--- src/rtl/dma_pkg.sv ---
// Shared constants and types for the linked-channel DMA mover.
// Assumes exactly two channels; the link feature pairs them.
package dma_pkg;
    localparam int NCH = 2;

    // register field selects (reg_addr[2:0])
    localparam logic [2:0] F_CTRL   = 3'd0;
    localparam logic [2:0] F_BLOCK  = 3'd1;
    localparam logic [2:0] F_REPEAT = 3'd2;
    localparam logic [2:0] F_SRC    = 3'd3;
    localparam logic [2:0] F_DST    = 3'd4;
    localparam logic [2:0] F_TRIG   = 3'd5;
    localparam logic [2:0] F_CLEAR  = 3'd6;

    // address step modes
    localparam logic [1:0] AM_UP   = 2'd1;
    localparam logic [1:0] AM_DOWN = 2'd2;

    // end-of-byte levels fed to the address units (0 = mid-burst)
    localparam logic [1:0] LV_NONE  = 2'd0;
    localparam logic [1:0] LV_TXN   = 2'd1;
    localparam logic [1:0] LV_BLOCK = 2'd2;
    localparam logic [1:0] LV_BURST = 2'd3;

    // control field, bits 11:1 of the control register
    typedef struct packed {
        logic       link;
        logic [1:0] drl;
        logic [1:0] srl;
        logic [1:0] dmode;
        logic [1:0] smode;
        logic [1:0] burst;
    } ctrl_t;

    typedef enum logic [1:0] {ST_IDLE = 2'd0, ST_RD = 2'd1, ST_WR = 2'd2} st_e;
endpackage

--- src/rtl/dma_cfg_bank.sv ---
// Configuration storage for one channel: control, block size, repeat
// count and the two start addresses. Write-only; the enable bit lives in
// the top module because hardware also changes it.
module dma_cfg_bank
    import dma_pkg::*;
#(
    parameter int AW = 16,
    parameter int RW = 16
) (
    input  logic          clk,
    input  logic          rst_n,
    input  logic          wr,
    input  logic [2:0]    fld,
    input  logic [RW-1:0] wdata,
    output ctrl_t         ctrl,
    output logic [15:0]   blk,
    output logic [7:0]    rep,
    output logic [AW-1:0] src,
    output logic [AW-1:0] dst
);
    // capture field writes addressed to this channel
    always_ff @(posedge clk) begin
        if (!rst_n) begin
            ctrl <= '0;
            blk  <= '0;
            rep  <= '0;
            src  <= '0;
            dst  <= '0;
        end else if (wr) begin
            case (fld)
                F_CTRL:   ctrl <= ctrl_t'(wdata[11:1]);
                F_BLOCK:  blk  <= wdata[15:0];
                F_REPEAT: rep  <= wdata[7:0];
                F_SRC:    src  <= wdata[AW-1:0];
                F_DST:    dst  <= wdata[AW-1:0];
                default:  ;
            endcase
        end
    end
endmodule

--- src/rtl/dma_addr_gen.sv ---
// Working address for one side (source or destination). Loads the start
// address on arm. After each moved byte it either steps by the mode or,
// when the reload code reaches the byte's end level, returns to start.
module dma_addr_gen
    import dma_pkg::*;
#(
    parameter int AW = 16
) (
    input  logic          clk,
    input  logic          rst_n,
    input  logic          load,
    input  logic          step,
    input  logic [1:0]    lvl,
    input  logic [1:0]    mode,
    input  logic [1:0]    rl,
    input  logic [AW-1:0] start,
    output logic [AW-1:0] cur
);
    logic reload;
    // reload when a nonzero policy covers this end level
    assign reload = (rl != 2'd0) && (lvl != LV_NONE) && (rl >= lvl);

    // advance, reload or load the working address
    always_ff @(posedge clk) begin
        if (!rst_n)         cur <= '0;
        else if (load)      cur <= start;
        else if (step) begin
            if (reload)               cur <= start;
            else if (mode == AM_UP)   cur <= cur + 1'b1;
            else if (mode == AM_DOWN) cur <= cur - 1'b1;
        end
    end
endmodule

--- src/rtl/dma_link_engine.sv ---
// Two-channel, one-at-a-time DMA byte mover. Holds the per-channel
// enables and flags, the burst/block/repeat counters and the read-then-
// write sequencer. Assumes the memory answers each request with exactly
// one mem_valid pulse and that software does not rearm while busy.
module dma_link_engine
    import dma_pkg::*;
#(
    parameter int AW = 16,
    localparam int RW = (AW > 16) ? AW : 16
) (
    input  logic           clk,
    input  logic           rst_n,
    input  logic           reg_we,
    input  logic [3:0]     reg_addr,
    input  logic [RW-1:0]  reg_wdata,
    input  logic           ext_trig,
    output logic           mem_req,
    output logic           mem_we,
    output logic [AW-1:0]  mem_addr,
    output logic [7:0]     mem_wdata,
    input  logic           mem_valid,
    input  logic [7:0]     mem_rdata,
    input  logic           mem_berr,
    output logic           busy,
    output logic           active_ch,
    output logic [NCH-1:0] chan_en,
    output logic [NCH-1:0] done_flag,
    output logic [NCH-1:0] err_flag
);
    ctrl_t         ctrl_a [NCH];
    logic [15:0]   blk_a  [NCH];
    logic [7:0]    rep_a  [NCH];
    logic [AW-1:0] src_a  [NCH];
    logic [AW-1:0] dst_a  [NCH];

    logic       wr_ch;
    logic [2:0] wr_fld;
    assign wr_ch  = reg_addr[3];
    assign wr_fld = reg_addr[2:0];

    for (genvar c = 0; c < NCH; c++) begin : g_bank
        dma_cfg_bank #(.AW(AW), .RW(RW)) u_bank (
            .clk(clk), .rst_n(rst_n),
            .wr(reg_we && (wr_ch == 1'(c))), .fld(wr_fld), .wdata(reg_wdata),
            .ctrl(ctrl_a[c]), .blk(blk_a[c]), .rep(rep_a[c]),
            .src(src_a[c]), .dst(dst_a[c])
        );
    end

    st_e           state;
    logic          act;
    logic [NCH-1:0] en, done_q, err_q;
    logic [7:0]    dbuf;
    logic [16:0]   blk_left;
    logic [7:0]    rep_left;
    logic          rep_inf;
    logic [3:0]    bst_left;
    logic [AW-1:0] src_cur, dst_cur;
    ctrl_t         cc;

    function automatic logic [16:0] blk_len(input logic [15:0] b);
        return (b == 16'd0) ? 17'h10000 : {1'b0, b};
    endfunction

    // decode of triggers, byte completion and end levels
    logic trig, accept, collide, byte_ok, bus_fault;
    logic last_blk, last_bst, last_txn, txn_end, handover;
    logic arm_sw, arm, arm_ch, sel;
    logic [1:0] lvl;

    always_comb begin
        cc        = ctrl_a[act];
        trig      = en[act] && (ext_trig ||
                    (reg_we && wr_fld == F_TRIG && wr_ch == act));
        accept    = trig && (state == ST_IDLE);
        collide   = trig && (state != ST_IDLE);
        byte_ok   = (state == ST_WR) && mem_valid && !mem_berr && !collide;
        bus_fault = (state != ST_IDLE) && mem_valid && mem_berr && !collide;
        last_blk  = (blk_left == 17'd1);
        last_bst  = (bst_left == 4'd1) || last_blk;
        last_txn  = last_blk && !rep_inf && (rep_left == 8'd1);
        txn_end   = byte_ok && last_txn;
        handover  = txn_end && cc.link;
        arm_sw    = reg_we && wr_fld == F_CTRL && reg_wdata[0] && (state == ST_IDLE);
        arm       = arm_sw || handover;
        arm_ch    = handover ? ~act : wr_ch;
        sel       = arm ? arm_ch : act;
        if (!byte_ok)      lvl = LV_NONE;
        else if (last_txn) lvl = LV_TXN;
        else if (last_blk) lvl = LV_BLOCK;
        else if (last_bst) lvl = LV_BURST;
        else               lvl = LV_NONE;
    end

    dma_addr_gen #(.AW(AW)) u_src (
        .clk(clk), .rst_n(rst_n), .load(arm), .step(byte_ok), .lvl(lvl),
        .mode(cc.smode), .rl(cc.srl), .start(src_a[sel]), .cur(src_cur)
    );
    dma_addr_gen #(.AW(AW)) u_dst (
        .clk(clk), .rst_n(rst_n), .load(arm), .step(byte_ok), .lvl(lvl),
        .mode(cc.dmode), .rl(cc.drl), .start(dst_a[sel]), .cur(dst_cur)
    );

    // read-then-write sequencer for one burst
    always_ff @(posedge clk) begin
        if (!rst_n)       state <= ST_IDLE;
        else if (collide) state <= ST_IDLE;
        else case (state)
            ST_IDLE: if (accept) state <= ST_RD;
            ST_RD:   if (mem_valid) state <= mem_berr ? ST_IDLE : ST_WR;
            ST_WR:   if (mem_valid) state <= (mem_berr || last_bst) ? ST_IDLE : ST_RD;
            default: state <= ST_IDLE;
        endcase
    end

    // data byte held between the read and the write
    always_ff @(posedge clk) begin
        if (!rst_n) dbuf <= '0;
        else if (state == ST_RD && mem_valid) dbuf <= mem_rdata;
    end

    // burst, block and repeat counters
    always_ff @(posedge clk) begin
        if (!rst_n) begin
            blk_left <= '0;
            rep_left <= '0;
            rep_inf  <= 1'b0;
            bst_left <= '0;
        end else begin
            if (arm) begin
                blk_left <= blk_len(blk_a[arm_ch]);
                rep_left <= rep_a[arm_ch];
                rep_inf  <= (rep_a[arm_ch] == 8'd0);
            end else if (byte_ok) begin
                if (last_blk) begin
                    blk_left <= blk_len(blk_a[act]);
                    if (!rep_inf) rep_left <= rep_left - 8'd1;
                end else begin
                    blk_left <= blk_left - 17'd1;
                end
            end
            if (accept)       bst_left <= 4'd1 << cc.burst;
            else if (byte_ok) bst_left <= bst_left - 4'd1;
        end
    end

    // enables, active channel and sticky flags
    always_ff @(posedge clk) begin
        if (!rst_n) begin
            en     <= '0;
            act    <= 1'b0;
            done_q <= '0;
            err_q  <= '0;
        end else begin
            if (reg_we && wr_fld == F_CTRL) en[wr_ch] <= reg_wdata[0];
            if (txn_end || collide || bus_fault) en[act] <= 1'b0;
            if (handover) en[~act] <= 1'b1;
            if (arm) act <= arm_ch;
            if (reg_we && wr_fld == F_CLEAR) begin
                if (reg_wdata[0]) done_q[wr_ch] <= 1'b0;
                if (reg_wdata[1]) err_q[wr_ch]  <= 1'b0;
            end
            if (txn_end) done_q[act] <= 1'b1;
            if (collide || bus_fault) err_q[act] <= 1'b1;
        end
    end

    assign busy      = (state != ST_IDLE);
    assign mem_req   = busy;
    assign mem_we    = (state == ST_WR);
    assign mem_addr  = (state == ST_WR) ? dst_cur : src_cur;
    assign mem_wdata = dbuf;
    assign active_ch = act;
    assign chan_en   = en;
    assign done_flag = done_q;
    assign err_flag  = err_q;
endmodule

--- config.mk ---
export PLATFORM = sky130hd
export DESIGN_NAME = dma_link_engine
export DESIGN_NICKNAME = d
export VERILOG_FILES = /design/src/rtl/dma_pkg.sv /design/src/rtl/dma_cfg_bank.sv /design/src/rtl/dma_addr_gen.sv /design/src/rtl/dma_link_engine.sv
export SDC_FILE = /design/constraint.sdc
export NUM_CORES = 1
export LEC_CHECK = 0
export ABC_AREA = 1
export BUFFER_PORTS_ARGS = -buffer_cell sky130_fd_sc_hd__buf_2
export CORE_UTILIZATION = 55
export DETAILED_ROUTE_END_ITERATION = 8
export GPL_TIMING_DRIVEN = 0
export PLACE_DENSITY = 0.84
export SYNTH_ARGS = -nofsm -noshare
export SYNTH_HDL_FRONTEND = slang
export SYNTH_SLANG_ARGS = --single-unit
--- constraint.sdc ---
create_clock -name clk -period 8.5 [get_ports clk]
set_input_delay 0.425 -clock clk [delete_from_list [all_inputs] [get_ports clk]]
set_output_delay 0.425 -clock clk [all_outputs]
set_load 0.02 [all_outputs]
* Word-level counts from Yosys, hierarchy flattened
Index checks and enable logic that the tools add are counted.
** Storage, ports and cells
- Bits in registers :: 213
- Input port bits :: 34
- Output and inout port bits :: 34
- Word-level logic and storage cells :: 227
** Cells by class
- Add/subtract/negate cells :: 7
- Order comparisons :: 11
- Equal/unequal tests :: 20
- Shift-type cells :: 1
- Multiplexer cells :: 74
- Bitwise gates (word level) :: 14
- Reduce and logical (&&, ||, !) cells :: 68
** Operators with widths (number)
- 16-bit two-way mux :: 23
- 17-bit two-way mux :: 5
- 8-bit two-way mux :: 7
- 2-bit two-way mux :: 21
- 11-bit two-way mux :: 3
- 16-bit by 1-bit adder with 16-bit output (second input constant) :: 2
- 16-bit zero test :: 2
- 16-bit by 1-bit subtractor with 16-bit output (second input constant) :: 2
- 1-bit logical AND :: 29
- 2-bit AND reduction :: 12
- 17-bit by 1-bit == test with 1-bit output (second input constant) :: 1
- 17-bit by 1-bit subtractor with 17-bit output (second input constant) :: 1
- 2-bit nonzero test :: 7
- 3-bit == test (second input constant) :: 3
- 8-bit by 1-bit == test with 1-bit output (second input constant) :: 1
- 8-bit zero test :: 1
- 1-bit two-way mux :: 8
- 4-bit two-way mux :: 2
- 4-bit nonzero test :: 2
- 8-bit by 1-bit subtractor with 8-bit output (second input constant) :: 1
- 1-bit logical OR :: 7
- 2-bit bitwise AND :: 3
- 2-bit by 1-bit == test with 1-bit output (second input constant) :: 3
- 2-bit == test (second input constant) :: 3
- other kinds (24) :: 46

* Depth between registers and ports, before layout
- Word-level depth :: 19
- Depth in mapped cells :: 23
- Gate-level depth less buffers :: 21

* By module
Synthesis repeated with hierarchy kept, for this count alone.
** Unflattened totals
- Cells, all modules :: 2100
- Area total of the unflattened synthesis :: 13249.0 sq um
** By module, submodules not included
- dma_cfg_bank :: instances 2, cells an instance 393, area each 2720.1 sq um, sequential area each 1341.3 sq um
- dma_link_engine :: instances 1, cells an instance 706, area each 4290.4 sq um, sequential area each 940.9 sq um
- dma_addr_gen :: instances 2, cells an instance 304, area each 1759.2 sq um, sequential area each 320.3 sq um

* Worst setup path after synthesis
OpenSTA, ideal clock, no wires.
- Kind :: register to register
- Start :: reg act (netlist: active_ch)
- End :: reg u_src.cur[12]
- Library setup time :: 0.119 ns
- Arrival :: 2.942 ns
- Data required time :: 8.381 ns
- Slack :: 5.439 ns
- Cell stages (with the launch flop) :: 20
- Buffers on the path :: 2
- Period minus slack after synthesis :: 3.061 ns
- Path through :: dfxtp_1 > buf_2 > buf_2 > nand2_1 > o21ai_0 > inv_1 > nor2_1 > inv_1 > ha_1 > nand2_1 > nand2_1 > a31oi_1 > inv_1 > a21oi_1 > o21ai_0 > nand2_1 > nand2_1 > xor2_1 > o21ai_1 > a21oi_1
** Between the ends
- Cells in the longest elaborated chain, start to end :: 18
- Elaborated cells on any way between the ends :: 38
- Those cells by class :: 1 x order compare; 3 x eq/ne; 15 x mux; 3 x bitwise; 16 x reduce/logical
** RTL lines
- start, declared :: line dma_link_engine.sv:51 : logic act;
- start signal, assigned :: line dma_link_engine.sv:158 : if (arm) act <= arm_ch;
- 1-bit == test :: line dma_link_engine.sv:74 : (reg_we && wr_fld == F_TRIG && wr_ch == act));
- 1-bit logical AND :: line dma_link_engine.sv:74
- 1-bit logical OR :: line dma_link_engine.sv:73 : trig = en[act] && (ext_trig ||
- 1-bit logical AND :: line dma_link_engine.sv:73
- 1-bit logical AND :: line dma_link_engine.sv:76 : collide = trig && (state != ST_IDLE);
- 1-bit zero test :: line dma_link_engine.sv:77 : byte_ok = (state == ST_WR) && mem_valid && !mem_berr && !collide;
- 1-bit logical AND :: line dma_link_engine.sv:77
- 1-bit logical AND :: line dma_link_engine.sv:82 : txn_end = byte_ok && last_txn;
- 1-bit logical AND :: line dma_link_engine.sv:83 : handover = txn_end && cc.link;
- 1-bit two-way mux or 1-bit logical OR (tied branches) :: line dma_link_engine.sv:86, dma_link_engine.sv:85
- 1-bit two-way mux
- 1-bit inverter with 2-bit output (not written as such) :: line dma_link_engine.sv:97 : .mode(cc.smode), .rl(cc.srl), .start(src_a[sel]), .cur(src_cur)
- 16-bit two-way mux (not written as such) (3 in series) :: line dma_link_engine.sv:97
- 16-bit two-way mux :: line dma_addr_gen.sv:28 : if (reload) cur <= start;
- 16-bit two-way mux :: line dma_addr_gen.sv:27 : else if (step) begin
- 16-bit two-way mux :: line dma_addr_gen.sv:26 : else if (load) cur <= start;
- end signal, assigned :: line dma_addr_gen.sv:26
- end signal, assigned :: line dma_addr_gen.sv:28
- end signal, assigned :: line dma_addr_gen.sv:29 : else if (mode == AM_UP) cur <= cur + 1'b1;
- end, declared :: line dma_addr_gen.sv:17 : output logic [AW-1:0] cur
Parallel ways exist; a longest one is shown, timed or not. The select of a mux whose other input is x is not followed.
A chain may end at the register's enable or synchronous reset.

* Worst setup path in the final report
- Start :: reg act (netlist: active_ch)
- End :: reg u_src.cur[11]
Same word-level chain as after synthesis.

==> metrics.yaml <==
status: "complete, no violations"
synthXorXnorAreaFrac_pct: 2.44
crit_fanout: 10
grt_overflow_total: 0
ant_nets: 0
async_flop_share_pct: 0
syn2layout_area_growth_pct: 12.1
slew_headroom_pct: 39.3
final.min_clock_period_ns: 4.19
final_min_period_over_clock_period_pct: 49.3
hold_slack_ns: 0.130
ff2ff_setup_slack_ns: 4.31
synth_commonest_cells: "335 x nand2_1, 248 x nor2_1, 242 x o21ai_0"
hold_viol: 0
grt_usage_pct: 35.6
holdPathStages: 3
vias: 12500
synth_simple_gate_area_share_pct: 26.5
finalClockSkew_ns: 0.00741
ioPinCount: 68
synth_top_family_by_area: "simple AND/OR/NAND/NOR gates"
start_kind: "flop"
total_power_mw: 2.35
leakagePower_nw: 5.88
grt_pass1_wl_um: 61800
fin_nets: 1917
synth_seq_cells: 213
worstSetupPathType: "reg -> reg"
synthAdderAreaFrac_pct: 4.34
synth_top_cell_area_share_pct: 35.9
dieArea_um2: 22200
holdBufCountCts: 0
avgSynthCellArea_um2: 6.75
placed_cells: 2092
slew_viol_final: 0
core_um2: 21100
clockBufferDepth: 3
yosys_warnings: 0
fillCellCount: 1970
post_cts_resized: 0
hpwlAfterDp_um: 28600
final_cell_area_um2: 13300
start_util_pct: 56.3
routabilityCongestion: 0.952
drc: 0
final_cell_count_no_fill: 2135
synth_edf_count: 0
p_per_area_nw_per_um2: 177
wl_per_cell_um: 18.3
vias_per_cell: 5.86
worst_pin_slew_ns: 0.911
dpl_cell_area_um2: 12500
cts_buffers: 24
cp.arrival_ns: 4.60
max_freq_mhz: 239
post-cts-setup-buffer-count: 0
synthMuxAreaShare_pct: 0.253
yosysMostFrequentCell: "nand2_1"
rsz0062_at_grt: "false"
die_h_um: 149
wl_um: 39200
cp-end-kind: "flop"
insertion_delay_ns: 0.52
drive_gt1_share_pct: 8.45
netlist_top_cells_area: "dfxtp_1 36%, nand2_1 11%, o21ai_0 10%, nor2_1 7.8%, a21oi_1 6.2%"
antenna_found_initial: 1
rr_worst_depth: 18
drv_cap: 0
drt_iter0_markers: 1325
fin_setup_tns_ns: 0
hold_path_class: "in -> reg"
synth-compound-area-share_pct: 22.0
htreeDepth: 1
finalSetupViolCount: 0
synth.net_count: 1832
clkTransAtPathRegs_ns: 0.06
die_x_um: 149
tritoncts: "yes"
grt_pass1_vias: 11600
root_buffer: "clkbuf_16"
rows: 53
vdd_drop_max_uv: 165
syn_area_um2: 11900
synth.distinct_cells: 50
yosys.area.top_type: "dfxtp_1"
grt_max_degree: 18
first_pass_iters: 6
synth_cells: 1758
yosysSeqAreaShare_pct: 35.9
required_ns: 8.91
port-buffer-count: 59
clock_sinks: 213
synthFlopType: "dfxtp_1"
-- cells in the final DEF (no fill, tap or decap), types with 11 or more instances in the layout --
| master | n |
|---|---|
| nor3_1 | 15 |
| clkbuf_1 | 63 |
| ha_1 | 38 |
| nand3_1 | 96 |
| o21ai_0 | 242 |
| clkbuf_16 | 25 |
| o211ai_1 | 24 |
| a21oi_1 | 147 |
| buf_2 | 70 |
| o21ai_1 | 20 |
| nor2_1 | 248 |
| nand2_1 | 335 |
| xnor2_1 | 11 |
| dfxtp_1 | 213 |
| inv_1 | 144 |
| xor2_1 | 22 |
-- kinds of logic (layout without fill, tap and decap cells) --
family / Yosys count / after routing
AND/OR/NAND/NOR: 742 / 742
AO/OA/AOI/OAI: 485 / 485
buffers and inverters: 242 / 343
flip-flops: 213 / 213
adder cells (fa/ha/maj): 40 / 40
XOR/XNOR: 33 / 33
multiplexers: 3 / 3
other: 0 / 1
-- final cells by class --
cell class	instances	area [um2]	share of cell area [%]
plain buffers	86	419	3.15
inverters	156	587	4.41
diodes	1	2.50	0.0188
flip-flops and latches	213	4260	32.1
multi-input cells	1303	6600	49.6
repair buffers	59	295	2.22
clock buffers	36	707	5.32
clock inverters	6	86.3	0.649
well taps	275	344	2.59
-- worst max-delay path, stage by stage (launching register included) --
cell and delay [ns]:
dfxtp_1 0.39, inv_1 0.25, nand2_1 0.11, nand3_1 0.15
nand2_2 0.17, clkbuf_1 0.32, o41ai_1 0.71, ha_1 0.35
o21ai_0 0.15, nand2_1 0.08, nand4_1 0.23, nand2_2 0.18
inv_2 0.13, nand3_2 0.07, nand2_2 0.15, clkinv_2 0.16
buf_4 0.21, o21ai_0 0.17, nor2_1 0.08
-- sequential cells by signal (all words and copies together), names as in the netlist --
register and count:
rep_inf 1, g_bank.u_bank.dst 32, active_ch 1, rep_left 8, err_flag 2, g_bank.u_bank.blk 32
state 2, g_bank.u_bank.rep 16, u_dst.cur 16, done_flag 2, mem_wdata 8, chan_en 2
g_bank.u_bank.ctrl 22, u_src.cur 16, blk_left 17, g_bank.u_bank.src 32, bst_left 4
-- report_power, final --
group	internal (mW)	switching [mW]
Sequential	1.02	0.0122
Clock	0.633	0.428
Combinational	0.0801	0.177
Total	1.73	0.618
-- per-stage QoR --
stage | setup WS (ns) | utilization [%]
after detailed placement | 4.34 | 59.3
after global routing | 4.09 | 63.1
after CTS | 4.42 | 63.1
after global placement | 4.41 | 59.3
after floorplan | 5.44 | -
final | 4.31 | 63.1
-- path summary, 6_finish.rpt --
| kind | start | to |
|---|---|---|
| worst max-delay path | active_ch | u_src.cur[11] |
| worst min-delay path | mem_rdata[6] | mem_wdata[6] |
| worst max register to register | active_ch | u_src.cur[11] |
| worst min register to register | g_bank[1].u_bank.ctrl[4] | g_bank[1].u_bank.ctrl[4] |
-- per-layer routing --
layer,GRT usage (%),routed length [um],vias to the layer above
li1,-,-,6024
met1,47.0,16200,5753
met2,56.5,17200,595
met3,5.75,3860,130
met4,17.2,1940,0
met5,0,0,-
No activity file was read; power rests on OpenSTA's default activity.
